## src/rtl/cdt_pkg.sv

```systemverilog
package cdt_pkg;
   localparam int ADDR_CTRL = 0;
   localparam int ADDR_INIT = 1;
   localparam int ADDR_CUR  = 2;
   localparam int ADDR_DIV  = 3;
   localparam int ADDR_ENT0 = 4;
   localparam int MASK_BIT  = 16;
   localparam int MODE_BIT  = 17;
   localparam int DIV_LOG_MAX = 7;

   function automatic logic [2:0] div_shift(input logic [3:0] code);
      return {code[3], code[1:0]} + 3'd1;
   endfunction
endpackage

```

## src/rtl/cdt_prescaler.sv

```systemverilog
module cdt_prescaler #(
   parameter int PRE_W = 7
) (
   input  logic       clk,
   input  logic       rst_n,
   input  logic       restart,
   input  logic       run,
   input  logic [3:0] div_code,
   output logic       tick
);
   logic [PRE_W-1:0] pre_q;
   logic [2:0]       shift_q;
   logic [PRE_W-1:0] lim;

   assign lim  = ~({PRE_W{1'b1}} << shift_q);
   assign tick = run && (pre_q == lim);

   always_ff @(posedge clk or negedge rst_n) begin
      if (!rst_n) begin
         pre_q   <= '0;
         shift_q <= 3'd1;
      end else if (restart) begin
         pre_q   <= '0;
         shift_q <= cdt_pkg::div_shift(div_code);
      end else if (run) begin
         if (tick) begin
            pre_q   <= '0;
            shift_q <= cdt_pkg::div_shift(div_code);
         end else begin
            pre_q <= pre_q + 1'b1;
         end
      end
   end
endmodule

```

## src/rtl/cdt_counter.sv

```systemverilog
module cdt_counter #(
   parameter int CNT_W = 32
) (
   input  logic             clk,
   input  logic             rst_n,
   input  logic             load,
   input  logic [CNT_W-1:0] load_val,
   input  logic [CNT_W-1:0] reload_val,
   input  logic             tick,
   input  logic             periodic,
   input  logic             cancel,
   output logic [CNT_W-1:0] cur,
   output logic             running,
   output logic             expire
);
   logic at_one;
   assign at_one = (cur == CNT_W'(1));
   assign expire = tick && running && at_one && !load && !cancel;

   always_ff @(posedge clk or negedge rst_n) begin
      if (!rst_n) begin
         cur     <= '0;
         running <= 1'b0;
      end else if (load) begin
         cur     <= load_val;
         running <= |load_val;
      end else if (cancel) begin
         running <= 1'b0;
      end else if (tick && running) begin
         if (at_one) begin
            if (periodic) begin
               cur <= reload_val;
            end else begin
               cur     <= '0;
               running <= 1'b0;
            end
         end else begin
            cur <= cur - 1'b1;
         end
      end
   end
endmodule

```

## src/rtl/cdt_regs.sv

```systemverilog
module cdt_regs #(
   parameter int CNT_W  = 32,
   parameter int VEC_W  = 8,
   parameter int N_ENT  = 6,
   parameter int ADDR_W = 4,
   parameter int DATA_W = 32
) (
   input  logic              clk,
   input  logic              rst_n,
   input  logic              wr,
   input  logic [ADDR_W-1:0] addr,
   input  logic [DATA_W-1:0] wdata,
   input  logic [CNT_W-1:0]  cur,
   output logic [DATA_W-1:0] rdata,
   output logic              enable,
   output logic [CNT_W-1:0]  init_q,
   output logic [3:0]        div_q,
   output logic              init_wr,
   output logic              disable_wr,
   output logic              mode_change,
   output logic [VEC_W-1:0]  t_vec,
   output logic              t_mask,
   output logic              t_periodic,
   output logic [N_ENT-1:0]  masks
);
   localparam logic [ADDR_W-1:0] A_CTRL = ADDR_W'(cdt_pkg::ADDR_CTRL);
   localparam logic [ADDR_W-1:0] A_INIT = ADDR_W'(cdt_pkg::ADDR_INIT);
   localparam logic [ADDR_W-1:0] A_CUR  = ADDR_W'(cdt_pkg::ADDR_CUR);
   localparam logic [ADDR_W-1:0] A_DIV  = ADDR_W'(cdt_pkg::ADDR_DIV);
   localparam logic [ADDR_W-1:0] A_ENT0 = ADDR_W'(cdt_pkg::ADDR_ENT0);

   logic [DATA_W-1:0] ent_word [N_ENT];

   assign init_wr     = wr && (addr == A_INIT);
   assign disable_wr  = wr && (addr == A_CTRL) && !wdata[0];

   always_ff @(posedge clk or negedge rst_n) begin
      if (!rst_n) begin
         enable <= 1'b0;
         init_q <= '0;
         div_q  <= '0;
      end else if (wr) begin
         if (addr == A_CTRL) enable <= wdata[0];
         if (addr == A_INIT) init_q <= wdata[CNT_W-1:0];
         if (addr == A_DIV)  div_q  <= wdata[3:0];
      end
   end

   for (genvar i = 0; i < N_ENT; i++) begin : g_ent
      logic [VEC_W-1:0] vec_q;
      logic             mask_q;
      logic             mode_bit;
      logic             hit;
      assign hit = wr && (addr == ADDR_W'(cdt_pkg::ADDR_ENT0 + i));

      always_ff @(posedge clk or negedge rst_n) begin
         if (!rst_n) begin
            vec_q  <= '0;
            mask_q <= 1'b1;
         end else if (disable_wr) begin
            mask_q <= 1'b1;
         end else if (hit) begin
            vec_q  <= wdata[VEC_W-1:0];
            mask_q <= wdata[cdt_pkg::MASK_BIT] | ~enable;
         end
      end

      if (i == 0) begin : g_mode
         logic mode_q;
         always_ff @(posedge clk or negedge rst_n) begin
            if (!rst_n)   mode_q <= 1'b0;
            else if (hit) mode_q <= wdata[cdt_pkg::MODE_BIT];
         end
         assign mode_bit = mode_q;
      end else begin : g_nomode
         assign mode_bit = 1'b0;
      end

      always_comb begin
         ent_word[i] = '0;
         ent_word[i][VEC_W-1:0] = vec_q;
         ent_word[i][cdt_pkg::MASK_BIT] = mask_q;
         ent_word[i][cdt_pkg::MODE_BIT] = mode_bit;
      end
      assign masks[i] = mask_q;
   end

   assign t_vec      = g_ent[0].vec_q;
   assign t_mask     = g_ent[0].mask_q;
   assign t_periodic = g_ent[0].mode_bit;
   assign mode_change = wr && (addr == A_ENT0) &&
                        (wdata[cdt_pkg::MODE_BIT] != t_periodic);

   always_comb begin
      rdata = '0;
      case (addr)
         A_CTRL:  rdata[0] = enable;
         A_INIT:  rdata[CNT_W-1:0] = init_q;
         A_CUR:   rdata[CNT_W-1:0] = cur;
         A_DIV:   rdata[3:0] = div_q;
         default: rdata = '0;
      endcase
      for (int i = 0; i < N_ENT; i++) begin
         if (addr == ADDR_W'(cdt_pkg::ADDR_ENT0 + i)) rdata = ent_word[i];
      end
   end
endmodule

```

## src/rtl/cdtimer.sv

```systemverilog
module cdtimer #(
   parameter int CNT_W  = 32,
   parameter int VEC_W  = 8,
   parameter int N_ENT  = 6,
   parameter int ADDR_W = 4,
   parameter int DATA_W = 32
) (
   input  logic              clk,
   input  logic              rst_n,
   input  logic              reg_wr,
   input  logic [ADDR_W-1:0] reg_addr,
   input  logic [DATA_W-1:0] reg_wdata,
   output logic [DATA_W-1:0] reg_rdata,
   input  logic              irq_ack,
   output logic              irq,
   output logic [VEC_W-1:0]  irq_vec
);
   localparam int PRE_W = cdt_pkg::DIV_LOG_MAX;

   if (CNT_W < 2 || CNT_W > DATA_W) begin : g_bad_cnt
      $error("cdtimer: CNT_W must lie in 2..DATA_W");
   end
   if (VEC_W < 1 || VEC_W > cdt_pkg::MASK_BIT) begin : g_bad_vec
      $error("cdtimer: VEC_W must lie below the mask bit");
   end
   if (N_ENT < 1 || cdt_pkg::ADDR_ENT0 + N_ENT > (1 << ADDR_W)) begin : g_bad_ent
      $error("cdtimer: entry table does not fit the address space");
   end
   if (DATA_W <= cdt_pkg::MODE_BIT) begin : g_bad_data
      $error("cdtimer: DATA_W too narrow for the entry layout");
   end

   logic             enable, init_wr, disable_wr, mode_change;
   logic [CNT_W-1:0] init_q, cur_q;
   logic [3:0]       div_q;
   logic [VEC_W-1:0] t_vec;
   logic             t_mask, t_periodic;
   logic [N_ENT-1:0] ent_masks;
   logic             tick, running, expire, pend_q;

   cdt_regs #(
      .CNT_W(CNT_W), .VEC_W(VEC_W), .N_ENT(N_ENT),
      .ADDR_W(ADDR_W), .DATA_W(DATA_W)
   ) u_regs (
      .clk(clk), .rst_n(rst_n), .wr(reg_wr), .addr(reg_addr),
      .wdata(reg_wdata), .cur(cur_q), .rdata(reg_rdata),
      .enable(enable), .init_q(init_q), .div_q(div_q),
      .init_wr(init_wr), .disable_wr(disable_wr), .mode_change(mode_change),
      .t_vec(t_vec), .t_mask(t_mask), .t_periodic(t_periodic),
      .masks(ent_masks)
   );

   cdt_prescaler #(.PRE_W(PRE_W)) u_pre (
      .clk(clk), .rst_n(rst_n), .restart(init_wr), .run(running),
      .div_code(div_q), .tick(tick)
   );

   cdt_counter #(.CNT_W(CNT_W)) u_cnt (
      .clk(clk), .rst_n(rst_n), .load(init_wr),
      .load_val(reg_wdata[CNT_W-1:0]), .reload_val(init_q),
      .tick(tick), .periodic(t_periodic), .cancel(mode_change),
      .cur(cur_q), .running(running), .expire(expire)
   );

   always_ff @(posedge clk or negedge rst_n) begin
      if (!rst_n)                       pend_q <= 1'b0;
      else if (init_wr || disable_wr)   pend_q <= 1'b0;
      else if (expire && !t_mask)       pend_q <= 1'b1;
      else if (irq_ack)                 pend_q <= 1'b0;
   end

   assign irq     = pend_q;
   assign irq_vec = t_vec;
endmodule

```

## config.mk

```make
export PLATFORM = sky130hd
export DESIGN_NAME = cdtimer
export DESIGN_NICKNAME = d
export VERILOG_FILES = /design/src/rtl/cdt_pkg.sv /design/src/rtl/cdt_prescaler.sv /design/src/rtl/cdt_counter.sv /design/src/rtl/cdt_regs.sv /design/src/rtl/cdtimer.sv
export SDC_FILE = /design/constraint.sdc
export NUM_CORES = 1
export LEC_CHECK = 0
export ABC_AREA = 1
export BUFFER_PORTS_ARGS = -buffer_cell sky130_fd_sc_hd__buf_2
export CORE_UTILIZATION = 50
export CTS_BUF_LIST = sky130_fd_sc_hd__clkbuf_8
export CTS_CLUSTER_SIZE = 12
export DETAILED_ROUTE_END_ITERATION = 8
export PLACE_DENSITY_LB_ADDON = 0.1
export SETUP_SLACK_MARGIN = 0.4
export SLEW_MARGIN = 20
export SYNTH_ARGS = -nofsm -noshare
export SYNTH_HDL_FRONTEND = slang
export SYNTH_SLANG_ARGS = --single-unit
```

## constraint.sdc

```tcl
create_clock -name clk -period 4.7 [get_ports clk]
set_input_delay 1.41 -clock clk [delete_from_list [all_inputs] [get_ports clk]]
set_output_delay 1.41 -clock clk [all_outputs]
set_load 0.02 [all_outputs]
```

# Word-level counts from Yosys, hierarchy flattened
# Index checks and enable logic that the tools add are counted.
[word_totals]
regBits = 136
output_inout_bits = 41
[classes]
add_sub_neg = 3
eq_ne = 14
shift = 1
mux = 40
n_bitwise = 4
n_reduce_logical = 47
[op_table]
columns = ["cell", "count"]
rows = [
  ["$mux 32", 11],
  ["$pmux 28 s2", 1],
  ["$eq 32x1->1 const B", 1],
  ["$reduce_or 32->1", 1],
  ["$sub 32x1->32 const B", 1],
  ["$reduce_and 2->1", 11],
  ["$mux 7", 3],
  ["$mux 1", 20],
  ["$reduce_bool 2->1", 9],
  ["$eq 4x3->1 const B", 4],
  ["$logic_and 1x1->1", 16],
  ["$mux 3", 3],
  ["$pmux 3 s3", 1],
  ["$reduce_bool 3->1", 3],
  ["$eq 4x2->1 const B", 2],
  ["$eq 4x4->1 const B", 2],
  ["$add 7x1->7 const B", 1],
  ["$eq 7x7->1", 1],
  ["$not 7->7", 1],
  ["$shl 7x3->7 const A", 1],
  ["$eq 4x1->1 const B", 1],
  ["$logic_not 1->1", 4],
  ["$logic_not 4->1", 1],
  ["$pmux 1 s4", 1],
  ["8 further kinds", 9],
]

# Depth between registers and ports, before layout
# Gate-level depths: netlist of the first run.
[depth]
ltp_word = 11
mapped_depth = 13

# Hierarchy
# From an unflattened synthesis of the first run, not the netlist that was laid out.
[hier_totals]
cells_unflattened = 1197
hier_area_um2 = 8384.3
[by_module_without_submodules]
columns = ["mod", "n_inst", "cells_per_inst", "area_per_inst_um2", "seq_area_each_um2"]
rows = [
  ["cdt_regs", 1, 542, 4510.6, 2309.7],
  ["cdt_counter", 1, 547, 3123.0, 825.8],
  ["cdt_prescaler", 1, 99, 690.7, 251.5],
  ["cdtimer", 1, 9, 60.1, 25.0],
]

# Worst setup path before layout of the first run
# Ideal clock, no wire load.
[synth_path]
kind = "input-to-output"
from = "in reg_addr[3]"
to = "out reg_rdata[27]"
t_arrival_ps = 2585
required_ps = 3290
setup_slack_ps = 705
stages = 5
n_path_buf = 2
cell_sequence = "nor2_2 > nand2_1 > clkbuf_1 > clkbuf_1 > o21ai_0"
[synth_between]
elab_chain_cells = 8
word_cells_on_any_way = 15
cone_classes = "8 x eq/ne; 7 x mux"
[synth_rtl]
columns = ["element", "line", "text"]
rows = [
  ["start: declaration", "cdtimer.sv:11", "input logic [ADDR_W-1:0] reg_addr,"],
  ["$eq 4x2->1 or $eq 4x1->1 (tied branches)", "cdt_regs.sv:96", "case (addr)"],
  ["$pmux 28 s2", "cdt_regs.sv:96", ""],
  ["$mux 32 (5 in a row)", "cdt_regs.sv:104", "if (addr == ADDR_W'(cdt_pkg::ADDR_ENT0 + i)) rdata = ent_word[i];"],
  ["$mux 32 *", "cdt_regs.sv:104", ""],
  ["end: declaration", "cdtimer.sv:13", "output logic [DATA_W-1:0] reg_rdata,"],
]
# Every way passes the cells marked *; elsewhere a longest branch is shown, timed or not.

# Worst setup path after layout of the first run
[layout_path]
from = "in reg_addr[1]"
to = "out reg_rdata[0]"
[layout_between]
elab_chain_cells = 8
word_cells_on_any_way = 17
cone_classes = "9 x eq/ne; 7 x mux; 1 x reduce/logical"
[layout_rtl]
columns = ["element", "line"]
rows = [
  ["$eq 4x2->1, or another cell as far along", "cdt_regs.sv:96"],
  ["$pmux 1 s4", "cdt_regs.sv:96"],
  ["$mux 32 (5 in a row)", "cdt_regs.sv:104"],
  ["$mux 32 *", "cdt_regs.sv:104"],
]
# Marked as above.

==> flow_metrics.tcl, run 1 <==
set metrics [dict create \
    outcome "finished, final reports clean" \
    post-route-min-period_ns 4.215 \
    drtIter0Drc 737 \
    place_area_mm2 0.008558 \
    worst_pin_slew_ns 0.8399 \
    final_area_mm2 0.008962 \
    tns_ns 0 \
    slowest_delay_ns 0.21 \
    start_util 0.5197 \
    die_area_mm2 0.01655 \
    fin_util 0.5809 \
    layoutNonFillerInstCount 1430 \
    max_slew_margin 0.4349 \
    clk_pin_slew_worst_paths_ns 0.09 \
    crit_arrival_ns 2.80 \
    cts_tree "yes" \
    ys_types 39 \
    place_ws_ns 0.4450 \
    cts_root_buffer "clkbuf_8" \
    antenna_cells 0 \
    drc_errors 0 \
    syn_to_final_growth_pct 11.78 \
    synth-seq-cells 136 \
    die_h_um 128.6 \
    ys.flop_type "dfrtp_1" \
    syn_inst 1133 \
    critPathTopFamily "simple AND/OR/NAND/NOR gates" \
    vdd_ir_drop_max_uv 264.0 \
    finalHoldViolations 0 \
    mostFrequentLayoutCell "nand2_1" \
    place_congestion 0.9292 \
    clock_path_buffers 2 \
    ant_nets 0 \
    layout_common_cells "nand2_1 (348), inv_1 (129), dfrtp_1 (129), nor2_1 (103), o21ai_0 (103)" \
    hold_class "flip-flop to flip-flop" \
    worstSetupPathType "input port to output pin" \
    worstPathRequired_ns 3.29 \
    insertion_delay_ns 0.47 \
    track_usage 0.3009 \
    h-tree-depth 4 \
    grt_pass1_wl_mm 38.19 \
    drv_cap 0 \
    fillCellCount 1530 \
    fmax_ghz 0.2373 \
    cts_sinks 136 \
    wl_mm 23.30 \
    final_layout_size_suffix_gt1_frac 0.1411 \
    setup_viol 0 \
    overflow 0 \
    grt_pass1_vias 7348 \
    end_kind "output pin" \
    place_hpwl_mm 16.89 \
    critPathBufInv 5 \
    slowest_stage "buf_6" \
    vias 7866 \
    multi_input_area_mm2 0.003889 \
    viasPerCell 5.501 \
    synth-edff-count 0 \
    async_flop_share 1.000 \
    rows 45 \
    path_cells "buf_2 -> inv_1 -> nand2_2 -> inv_2 -> nand2_4 -> buf_6 -> o22ai_1 -> nor2_1 -> nand3_1 -> nor2_1 -> nand4_1 -> buf_2" \
    first_pass_iters 8 \
    cts.repair.resized 0 \
    synth_area_mm2 0.008018 \
    core_area_mm2 0.01543 \
    rsz0062_at_grt "true" \
    cts-buffers-inserted 17 \
    cellLeakagePower_nw 4.614 \
    syn_area_per_cell_um2 7.077 \
    post_cts_buffers 0 \
    skew_ns 0.01479 \
    crit_path_start_kind "input port" \
    synth_nets 1177 \
    yosys_warnings 0 \
    detail_route.wl_per_cell_um 16.29 \
    io_buffers 80 \
    drv_slew 0 \
    ioPinCount 81 \
    ys_seq_area_frac 0.4256 \
    postCtsHoldBufs 0 \
    period_share 0.8967 \
    antenna_found_initial 0 \
    die_width_um 128.6 \
    grt_max_degree 75 \
    num-nets-final 1250 \
    ff_latch_area_mm2 0.003412 \
    fin_ws_ns 0.4855 \
    dp.cells 1398 \
    critPathMaxFanout 13 \
    p_per_area_mw_per_mm2 489.2 \
]
==> path summary, 6_finish.rpt <==
path | startpoint | to | slack, ns | depth (start not counted)
max | reg_addr[1] | reg_rdata[0] | 0.49 | 12
min | u_regs.g_ent[3].vec_q[4]$_DFFE_PN0P_ | u_regs.g_ent[3].vec_q[4]$_DFFE_PN0P_ | 0.49 | 2
max reg2reg | u_pre.shift_q[0]$_DFFE_PN1P_ | u_cnt.cur[9]$_DFFE_PN0P_ | 2.29 | 10
min reg2reg | u_regs.g_ent[3].vec_q[4]$_DFFE_PN0P_ | u_regs.g_ent[3].vec_q[4]$_DFFE_PN0P_ | 0.49 | 2
max in group asynchronous | rst_n | u_pre.shift_q[0]$_DFFE_PN1P_ | 2.79 | 2
min in group asynchronous | rst_n | u_regs.g_ent[5].vec_q[1]$_DFFE_PN0P_ | 0.93 | 1
==> through the flow <==
step	power, mW	hold WS [ns]
4_1_cts	4.372	0.4964
3_5_place_dp	3.369	0.4735
5_1_grt	4.690	0.5121
6_report	4.384	0.4907
2_1_floorplan	2.919	0.4530
3_3_place_gp	3.346	0.4648
==> logic make-up after synthesis <==
family	count (synthesis)	synth area share
compound gates	184	0.1238
buf+inv	172	0.08973
xor+xnor	13	0.01420
flops	136	0.4256
simple gates	624	0.3405
fa+ha+maj	4	0.006242
==> registers in the layout, summed over array words and instances, names as in the netlist, 3 cells and up <==
name / cells
u_regs.init_q: 32
u_cnt.cur: 32
u_regs.div_q: 4
u_regs.g_ent.mask_q: 5
u_pre.pre_q: 7
u_regs.t_vec: 8
u_pre.shift_q: 3
u_regs.g_ent.vec_q: 40
==> power breakdown <==
part,total (mW),switching [mW],internal (mW)
logic,1.58,1.06,0.519
registers,1.80,0.299,1.50
clock network,1.00,0.550,0.455
total,4.38,1.91,2.47
==> layer usage <==
metal | vias up | GRT usage | share of wire
li1 | 3833 | - | -
met2 | 297 | 0.4547 | 0.44
met5 | - | 0 | 0
met4 | 0 | 0.1038 | 0.020
met1 | 3693 | 0.4397 | 0.47
met3 | 43 | 0.04657 | 0.069
==> tightest hold or removal path, stage by stage (launching register included) <==
cell and delay, ns:
dfrtp_1 0.35, nand2_1 0.05, o21ai_0 0.06
==> synthesized netlist by cell type (all sizes together) (7+ instances only) <==
| cell type | number | area share |
|---|---|---|
| nor4 | 8 | 0.0062 |
| buf | 22 | 0.019 |
| dfrtp | 129 | 0.40 |
| inv | 134 | 0.064 |
| a21oi | 39 | 0.024 |
| nor3 | 8 | 0.0050 |
| dfstp | 7 | 0.023 |
| nand3b | 7 | 0.0066 |
| nand4 | 40 | 0.031 |
| nand2 | 359 | 0.17 |
| xor2 | 13 | 0.014 |
| o21ai | 109 | 0.069 |
| nand3 | 72 | 0.046 |
| nor2 | 124 | 0.068 |
| clkbuf | 13 | 0.0061 |
| o22ai | 21 | 0.016 |
==> area by class of cell <==
| class | count | area share |
|---|---|---|
| Clock inverter | 14 | 0.01675 |
| Sequential cell | 136 | 0.3807 |
| Tap cell | 211 | 0.02946 |
| Clock buffer | 18 | 0.02764 |
| Timing Repair Buffer | 89 | 0.05333 |
| Multi-Input combinational cell | 825 | 0.4339 |
| Inverter | 137 | 0.05822 |
Power figures use the tool's default switching activity.
==> inputs of run 2 (changes only) <==
--- a/config.mk
+++ b/config.mk
@@ -6,7 +6,7 @@
 export NUM_CORES = 1
 export LEC_CHECK = 0
 export ABC_AREA = 1
-export BUFFER_PORTS_ARGS = -buffer_cell sky130_fd_sc_hd__buf_2
+export BUFFER_PORTS_ARGS = -buffer_cell sky130_fd_sc_hd__clkbuf_2
 export CORE_UTILIZATION = 50
 export CTS_BUF_LIST = sky130_fd_sc_hd__clkbuf_8
 export CTS_CLUSTER_SIZE = 12
==> flow_metrics.tcl, run 2 (synthesized netlist as in run 1, its figures left out) <==
set metrics [dict create \
    tns_ns 0 \
    die_area_mm2 0.01655 \
    start_util 0.5197 \
    worstPathRequired_ns 3.29 \
    antenna_found_initial 0 \
    hp-start "u_regs.g_ent[1].vec_q[0]$_DFFE_PN0P_" \
    max_slew_margin 0.5310 \
    largest_register_ff_count 40 \
    hold_class "flip-flop to flip-flop" \
    final_layout_size_suffix_gt1_frac 0.1482 \
    clock_path_buffers 2 \
    ff_latch_area_mm2 0.003412 \
    io_buffers 80 \
    multi_input_area_mm2 0.003914 \
    slowest_stage "buf_6" \
    layout_common_cells "nand2_1 (346), dfrtp_1 (129), inv_1 (128), o21ai_0 (103), nor2_1 (102)" \
    worstSetupPathType "input port to output pin" \
    ant_nets 0 \
    place_congestion 0.9345 \
    die_width_um 128.6 \
    fillCellCount 1538 \
    cts_root_buffer "clkbuf_8" \
    syn_to_final_growth_pct 12.58 \
    cts_sinks 136 \
    crit_path_start_kind "input port" \
    clk_pin_slew_worst_paths_ns 0.08 \
    rrSetupSlack_ns 2.28 \
    skew_ns 0.01053 \
    regToRegStartpoint "u_pre.shift_q[0]$_DFFE_PN1P_" \
    mostFrequentLayoutCell "nand2_1" \
    place_hpwl_mm 16.49 \
    finalHoldViolations 0 \
    vias 7777 \
    cellLeakagePower_nw 4.622 \
    vdd_ir_drop_max_uv 284.6 \
    reg.largest.list "u_regs.g_ent.vec_q: 40 flops, u_cnt.cur: 32 flops, u_regs.init_q: 32 flops" \
    h-tree-depth 4 \
    drv_cap 0 \
    drtIter0Drc 702 \
    detail_route.wl_per_cell_um 16.01 \
    post-route-min-period_ns 4.191 \
    antenna_cells 0 \
    wl_mm 22.93 \
    rr_endpoint "u_cnt.cur[9]$_DFFE_PN0P_" \
    insertion_delay_ns 0.46 \
    rsz0062_at_grt "false" \
    largest-register "u_regs.g_ent.vec_q" \
    period_share 0.8917 \
    end_kind "output pin" \
    grt_max_degree 74 \
    cts_tree "yes" \
    cts-buffers-inserted 17 \
    totalPowerFinal_mw 4.375 \
    crit_start "reg_addr[1]" \
    worst_pin_slew_ns 0.7035 \
    fmax_ghz 0.2386 \
    outcome "finished, final reports clean" \
    final_area_mm2 0.009026 \
    core_area_mm2 0.01543 \
    grt_pass1_wl_mm 38.12 \
    place_area_mm2 0.008556 \
    critPathMaxFanout 13 \
    drv_slew 0 \
    worstHoldEndpoint "u_regs.g_ent[1].vec_q[0]$_DFFE_PN0P_" \
    grt_pass1_vias 7426 \
    num-nets-final 1252 \
    r2r_cells 10 \
    first_pass_iters 5 \
    p_per_area_mw_per_mm2 484.7 \
    viasPerCell 5.431 \
    die_h_um 128.6 \
    ioPinCount 81 \
    place_ws_ns 0.4211 \
    drc_errors 0 \
    fin_ws_ns 0.5089 \
    setup_viol 0 \
    track_usage 0.2975 \
    crit_arrival_ns 2.78 \
    slowest_delay_ns 0.21 \
    path_cells "clkbuf_2 -> inv_1 -> nand2_2 -> inv_2 -> nand2_4 -> buf_6 -> o22ai_1 -> nor2_1 -> nand3_1 -> nor2_1 -> nand4_1 -> clkbuf_2" \
    min_path_cells 2 \
    overflow 0 \
    rows 45 \
]
## run 2: changes by cell type in the layout (fill, tap and decap cells not counted), moves of 2 or more
| cell | delta |
|---|---|
| buf_2 | -77 |
| clkbuf_2 | +76 |
| a21oi_1 | -2 |
| a21oi_2 | +2 |
| clkinv_4 | -2 |
| inv_8 | +2 |
| nand2_1 | -2 |
## run 2: layer usage
layer | wire length [um] | share of wire | track usage
met4 | 285 | 0.012 | 0.07405
met3 | 1562 | 0.068 | 0.06528
met2 | 10200 | 0.45 | 0.4614
met1 | 10870 | 0.47 | 0.4236
met5 | 0 | 0 | 0
## run 2: area by class of cell
class,instances,share of cell area
clock buffers,18,0.02745
clock inverters,14,0.01677
repair buffers,91,0.05670
multi-input cells,825,0.4336
well taps,211,0.02925
flip-flops and latches,136,0.3780
inverters,137,0.05822
## run 2: repair_timing
action	CTS	global route
setup buffers	0	4
endpoints found under the setup margin	0	7
resized for setup	0	16
hold buffers	0	0
## run 2: critical path, delay by kind of cell
kind	cells	cell delay [ns]
compound gates	1	0.08
buf+inv	5	0.59
simple gates	6	0.67
## run 2: worst max path at each step
stage                    endpoint  slack, ns  depth (start not counted)
floorplan           reg_rdata[27]       0.71                          5
global placement     reg_rdata[4]       0.45                         11
detailed placement   reg_rdata[4]       0.42                         11
CTS                  reg_rdata[4]       0.42                         11
global route         reg_rdata[6]       0.38                         12
finish               reg_rdata[0]       0.51                         12
## run 2: power breakdown
group          internal (mW)  switching (mW)  leakage, nW
logic                  0.522            1.06         2.75
clock network          0.458           0.544        0.205
registers               1.50           0.297         1.67
## run 2: per-stage QoR
| stage | util | hold WS [ns] | std cells |
|---|---|---|---|
| floorplan | - | 0.4530 | 1133 |
| global placement | 0.5546 | 0.4662 | 1396 |
| detailed placement | 0.5546 | 0.4734 | 1396 |
| CTS | 0.5805 | 0.4947 | 1428 |
| global route | 0.5851 | 0.5096 | 1432 |
| finish | 0.5851 | 0.4914 | 1432 |
